File: config.mk
export PLATFORM = sky130hd
export DESIGN_NAME = spi_wcol_guard
export DESIGN_NICKNAME = d
export VERILOG_FILES = /design/src/rtl/spi_wcol_pkg.sv /design/src/rtl/spi_wcol_window.sv /design/src/rtl/spi_wcol_capture.sv /design/src/rtl/spi_wcol_drive.sv /design/src/rtl/spi_wcol_guard.sv
export SDC_FILE = /design/constraint.sdc
export NUM_CORES = 1
export LEC_CHECK = 0
export ABC_AREA = 1
export BUFFER_PORTS_ARGS = -buffer_cell sky130_fd_sc_hd__buf_2
export CAP_MARGIN = 20
export CORE_MARGIN = 10
export CORE_UTILIZATION = 44
export DETAILED_ROUTE_END_ITERATION = 10
export PLACE_DENSITY_LB_ADDON = 0.3
export RECOVER_POWER = 50
export SYNTH_ARGS = -nofsm -noshare
export SYNTH_HDL_FRONTEND = slang
export SYNTH_HIERARCHICAL = 1
export SYNTH_SLANG_ARGS = --single-unit
File: constraint.sdc
create_clock -name clk -period 1.6 [get_ports clk]
set_clock_uncertainty 0.15 [all_clocks]
set_input_delay 0.32 -clock clk [delete_from_list [all_inputs] [get_ports clk]]
set_output_delay 0.32 -clock clk [all_outputs]
set_load 0.03 [all_outputs]
File: src/rtl/spi_wcol_pkg.sv
package spi_wcol_pkg;

    typedef enum logic [1:0] {
        WIN_M_PH0 = 2'd0,
        WIN_M_PH1 = 2'd1,
        WIN_S_PH0 = 2'd2,
        WIN_S_PH1 = 2'd3
    } win_mode_e;

    function automatic win_mode_e pick_window(input logic master, input logic phase);
        case ({master, phase})
            2'b10:   return WIN_M_PH0;
            2'b11:   return WIN_M_PH1;
            2'b00:   return WIN_S_PH0;
            default: return WIN_S_PH1;
        endcase
    endfunction

endpackage

File: src/rtl/spi_wcol_window.sv
module spi_wcol_window
    import spi_wcol_pkg::*;
(
    input  logic clk,
    input  logic rst_n,
    input  logic is_master,
    input  logic cpha,
    input  logic sel_n,
    input  logic cpu_wr,
    input  logic first_edge,
    input  logic last_edge,
    output logic busy
);

    typedef struct packed {
        logic run;
    } win_state_t;

    win_state_t st_d, st_q;
    win_mode_e  mode;
    logic       load_go;

    always_comb begin
        mode = pick_window(is_master, cpha);
        busy = (mode == WIN_S_PH0) ? ~sel_n : st_q.run;
        load_go = cpu_wr & ~busy;
        st_d = st_q;
        if (mode == WIN_M_PH0 && load_go) st_d.run = 1'b1;
        if (first_edge)                   st_d.run = 1'b1;
        if (last_edge)                    st_d.run = 1'b0;
    end

    always_ff @(posedge clk or negedge rst_n) begin
        if (!rst_n) st_q <= '0;
        else        st_q <= st_d;
    end

    // in master phase-0 mode a loading write opens the window
    p_load_opens_r1: assert property (@(posedge clk) disable iff (!rst_n)
        (is_master && !cpha && cpu_wr && !busy && !last_edge) |=> st_q.run);

    // a last-edge strobe closes the window
    p_last_closes_r2: assert property (@(posedge clk) disable iff (!rst_n)
        last_edge |=> !st_q.run);

    // in slave phase-0 mode busy mirrors the select line
    p_slave_sel_r3: assert property (@(posedge clk) disable iff (!rst_n)
        (!is_master && !cpha) |-> (busy == !sel_n));

endmodule

File: src/rtl/spi_wcol_capture.sv
module spi_wcol_capture #(
    parameter int DATA_W = 8
) (
    input  logic              clk,
    input  logic              rst_n,
    input  logic              busy,
    input  logic              cpu_wr,
    input  logic [DATA_W-1:0] cpu_wdata,
    input  logic              wcol_clr,
    output logic              wcol,
    output logic [DATA_W-1:0] rd_buf,
    output logic              shift_load,
    output logic [DATA_W-1:0] shift_data
);

    typedef struct packed {
        logic              flag;
        logic [DATA_W-1:0] buf_val;
        logic              load;
        logic [DATA_W-1:0] sh_val;
    } cap_state_t;

    cap_state_t st_d, st_q;
    logic       hit;

    always_comb begin
        hit  = cpu_wr & busy;
        st_d = st_q;
        st_d.load = 1'b0;
        if (wcol_clr) st_d.flag = 1'b0;
        if (hit)      st_d.flag = 1'b1;
        if (cpu_wr)   st_d.buf_val = cpu_wdata;
        if (cpu_wr && !busy) begin
            st_d.load   = 1'b1;
            st_d.sh_val = cpu_wdata;
        end
    end

    always_ff @(posedge clk or negedge rst_n) begin
        if (!rst_n) st_q <= '0;
        else        st_q <= st_d;
    end

    assign wcol       = st_q.flag;
    assign rd_buf     = st_q.buf_val;
    assign shift_load = st_q.load;
    assign shift_data = st_q.sh_val;

    // the flag holds until cleared
    p_flag_sticky_r5: assert property (@(posedge clk) disable iff (!rst_n)
        (wcol && !wcol_clr) |=> wcol);

    // a write inside the window raises the flag
    p_hit_sets_r5: assert property (@(posedge clk) disable iff (!rst_n)
        (cpu_wr && busy) |=> wcol);

    // a colliding write never loads the shift register
    p_no_load_on_hit_r6: assert property (@(posedge clk) disable iff (!rst_n)
        (cpu_wr && busy) |=> (!shift_load && $stable(shift_data)));

    // the readable buffer follows every write
    p_buf_follows_r7: assert property (@(posedge clk) disable iff (!rst_n)
        cpu_wr |=> (rd_buf == $past(cpu_wdata)));

    // a load strobe lasts one cycle
    p_load_single_r8: assert property (@(posedge clk) disable iff (!rst_n)
        (shift_load && !$past(cpu_wr)) |-> 1'b0);

endmodule

File: src/rtl/spi_wcol_drive.sv
module spi_wcol_drive (
    input  logic clk,
    input  logic rst_n,
    input  logic is_master,
    input  logic sel_n,
    input  logic tx_en,
    output logic sdo_oe
);

    always_comb begin
        sdo_oe = is_master | (~sel_n & tx_en);
    end

    // an unselected slave releases the data line
    p_slave_release_r10: assert property (@(posedge clk) disable iff (!rst_n)
        (!is_master && (sel_n || !tx_en)) |-> !sdo_oe);

endmodule

File: src/rtl/spi_wcol_guard.sv
module spi_wcol_guard #(
    parameter int DATA_W = 8
) (
    input  logic              clk,
    input  logic              rst_n,
    input  logic              is_master,
    input  logic              cpha,
    input  logic              sel_n,
    input  logic              tx_en,
    input  logic              cpu_wr,
    input  logic [DATA_W-1:0] cpu_wdata,
    input  logic              first_edge,
    input  logic              last_edge,
    input  logic              wcol_clr,
    output logic              xfer_busy,
    output logic              wcol,
    output logic [DATA_W-1:0] rd_buf,
    output logic              shift_load,
    output logic [DATA_W-1:0] shift_data,
    output logic              sdo_oe
);

    logic busy_w;

    spi_wcol_window u_window (
        .clk        (clk),
        .rst_n      (rst_n),
        .is_master  (is_master),
        .cpha       (cpha),
        .sel_n      (sel_n),
        .cpu_wr     (cpu_wr),
        .first_edge (first_edge),
        .last_edge  (last_edge),
        .busy       (busy_w)
    );

    spi_wcol_capture #(.DATA_W(DATA_W)) u_capture (
        .clk        (clk),
        .rst_n      (rst_n),
        .busy       (busy_w),
        .cpu_wr     (cpu_wr),
        .cpu_wdata  (cpu_wdata),
        .wcol_clr   (wcol_clr),
        .wcol       (wcol),
        .rd_buf     (rd_buf),
        .shift_load (shift_load),
        .shift_data (shift_data)
    );

    spi_wcol_drive u_drive (
        .clk       (clk),
        .rst_n     (rst_n),
        .is_master (is_master),
        .sel_n     (sel_n),
        .tx_en     (tx_en),
        .sdo_oe    (sdo_oe)
    );

    assign xfer_busy = busy_w;

    // the cycle after a last-edge strobe is outside a phase-1 or master window
    p_after_last_free_r9: assert property (@(posedge clk) disable iff (!rst_n)
        (last_edge && !first_edge && !(!is_master && !cpha)) |=>
        (!(!is_master && !cpha) -> !xfer_busy));

endmodule

==> results.md <==
* Chip Height at 62.83 um
* Share of layout cells above drive strength 1 at 33.33%
* FP Rows at 15
* Top cells by area, synth: dfrtp_1, nand2_1, nand3_1
* Reg clk slew, reported paths at 0.10 ns
* Core Area at 1727 sq um
* Starting Density at 46.74%
* Setup violations, final at 0
* Adder-cell share of the synthesized area at 0%
* Syn Area/Cell at 8.772 sq um
* Crit-path cells: o21ai_2, nand2_2, buf_4
* VDD IR max at 0.5977 mV
* H-tree depth at 1
* # Post-CTS Setup Buffers at 0
* Post-Synth Simple-Gate Area at 29.77%
* Worst hold path class: input port to flip-flop
* Seq cells post-synth at 19
* CP Class: flip-flop to primary output
* Post-layout util at 59.35%
* Synth top area share at 58.91%
* Final Max Slew Viols at 0
* Clock sinks at 19
* I/O Pins at 38
* Synth Cell Area at 807.0 sq um
* Starting DRT DRC Count at 9
* Lkg Pwr at 0.6177 nW
* Startpoint Class: flip-flop
* Reg2Reg Depth at 6
* Critical Path RT at 1.13 ns
* MaxCap Viol Count at 0
* Most numerous cell in the Yosys netlist: nand2_1
* Power per cell area at 1081 nW/um^2
* Final hold violations at 0
* Post-synthesis sequential area ratio at 58.91%
* Post-synth EDFFs at 0
* Reg-to-reg endpoint: u_capture/shift_data[5]
* DRT antenna net count at 0
* First-pass GRT wire length at 3.360 mm
* Worst Hold Depth at 2
* Pin count of the biggest net entering global routing at 21
* Reg-to-Reg Start: u_window/st_q
* Nets at 151
* Top cell type by total area after synthesis: dfrtp_1
* Synth async-reset ratio at 100.0%
* Data arrival time of the worst path at 1.06 ns
* Distinct cells, synth at 12
* List of most frequent post-synthesis cells: nand2_1, dfrtp_1, nand3_1
* Ant diodes at 0
* Die W at 62.83 um
* Primary FF master, synth: dfrtp_1
* Unrepaired setup endpoints after global routing: no
* Vias per cell at 4.567
* Outcome: complete, no violations
* Worst skew pair latency at 0.30 ns
* DRC Markers at 0
* CTS tree: built
* Vias in the first global route at 755
* WHS Endpoint: u_window/st_q
* DR pass1 iterations at 4
* Clock buffer depth at 2
* Warnings, synthesis at 6
* Compound-Gate Fraction of Synth Area at 3.256%
* Placer Congestion at 0.7562
* Post-Syn Instances at 92
* Layout Area Growth over Synthesis at 26.98%
* Drt total wl at 2.024 mm
* Hold_sp: last_edge
* Post-DP HPWL at 1.639 mm
* Clock Tree Root: clkbuf_4
* Largest family of logic cells by synthesized area: simple AND/OR/NAND/NOR gates
* Worst Max-Slew Pin Slew at 0.7723 ns
* Post-synthesis mux area share at 0%
* CP peak stage delay at 0.41 ns
* Total CTS buffers at 3
* CP endpoint kind: primary output
* Number of I/O port buffers at 37
* Syn nets at 110
* Slowest-stage cell, CP: dfrtp_1
* Relative slew slack at 48.51%
* Crit path max fanout at 3
* FMAX at 0.6547 GHz
* Min Tclk post-route at 1.527 ns
* Final worst-path cycle share at 95.46%
* Routed len/inst at 12.89 um
* Synth Area in XOR/XNOR at 0%
* FILL cells at 183
* Sum Neg Setup Slack at 0 ns
* Total GRT Usage at 10.52%
* Gr ovfl total at 0
* Vias after detailed routing at 717
* Power Total at 1.107 mW
* Worst R2R Setup Slack at 0.31 ns
* Initial antenna violation count at 0
* Die ar. at 3947 sq um
routing by layer:
layer | track usage [%] | part of all wire, % | vias to the layer above
met5 | 0 | 0 | -
met4 | 5.866 | 2.2 | 0
met3 | 4.659 | 7.5 | 5
met2 | 16.15 | 46 | 32
met1 | 11.86 | 44 | 322
li1 | - | - | 358
through the flow:
stage | instance area (sq um) | worst slack (ns) | cells | hold WS, ns
after floorplan | 807.0 | 0.2220 | 92 | -0.1256
after global placement | 992.2 | 0.2150 | 152 | 0.1225
after detailed placement | 992.2 | 0.1662 | 152 | 0.1283
after CTS | 1028 | 0.04540 | 157 | 0.003092
after global routing | 1025 | 0.009242 | 157 | 0.01322
final | 1025 | 0.07266 | 157 | 0.007457
worst max-delay path by stage:
stage                     cells past startpoint     startpoint                      end
after floorplan                               6      is_master  u_capture/shift_data[0]
after global placement                        5      is_master                xfer_busy
after detailed placement                      5      is_master                xfer_busy
after CTS                                     3  u_window/st_q                xfer_busy
after global routing                          3  u_window/st_q                xfer_busy
final                                         3  u_window/st_q                xfer_busy
placed cells by master, fill, tap and decap left out, drive strengths merged:
| master | count |
|---|---|
| dfrtp | 19 |
| clkbuf | 6 |
| o21ai | 2 |
| a21oi | 1 |
| dlygate4sd3 | 1 |
| nand3 | 9 |
| nand2 | 47 |
| buf | 35 |
| nor2 | 3 |
| inv | 9 |
layout make-up:
class	instances	area, sq um	area share, %
sequential	19	475.5	46.40
multi-input combinational	62	261.5	25.52
timing repair buffer	38	196.4	19.17
inverter	9	33.78	3.297
tap	25	31.28	3.053
clock buffer	4	26.28	2.564
report_power, final:
part | internal (mW) | switching (mW)
Clock | 0.0972 | 0.143
Combinational | 0.0870 | 0.219
Sequential | 0.534 | 0.0274
Total | 0.718 | 0.389
repair_timing:
| item | 4_1_cts | 5_1_grt |
|---|---|---|
| endpoints found under the setup margin | 0 | 1 |
| gates resized for setup | 0 | 3 |
| hold buffers | 1 | 0 |
| hold endpoints to repair | 19 | 0 |
worst max-delay path, delay by kind of cell (launching register included):
family	cells	cell delay, ns
compound gates	1	0.08
buf+inv	1	0.18
flops	1	0.41
simple gates	1	0.09
registers in the layout, summed over array words and instances (netlist names):
name and cells:
u_window/st_q 1, u_capture/shift_data 8, u_capture/shift_load 1, u_capture/wcol 1, u_capture/rd_buf 8
cell families after synthesis:
group,Yosys count
and+or+nand+nor,59
DFF,19
buffers and inverters,11
AOI/OAI and AO/OA,3
Power figures use the tool's default switching activity.
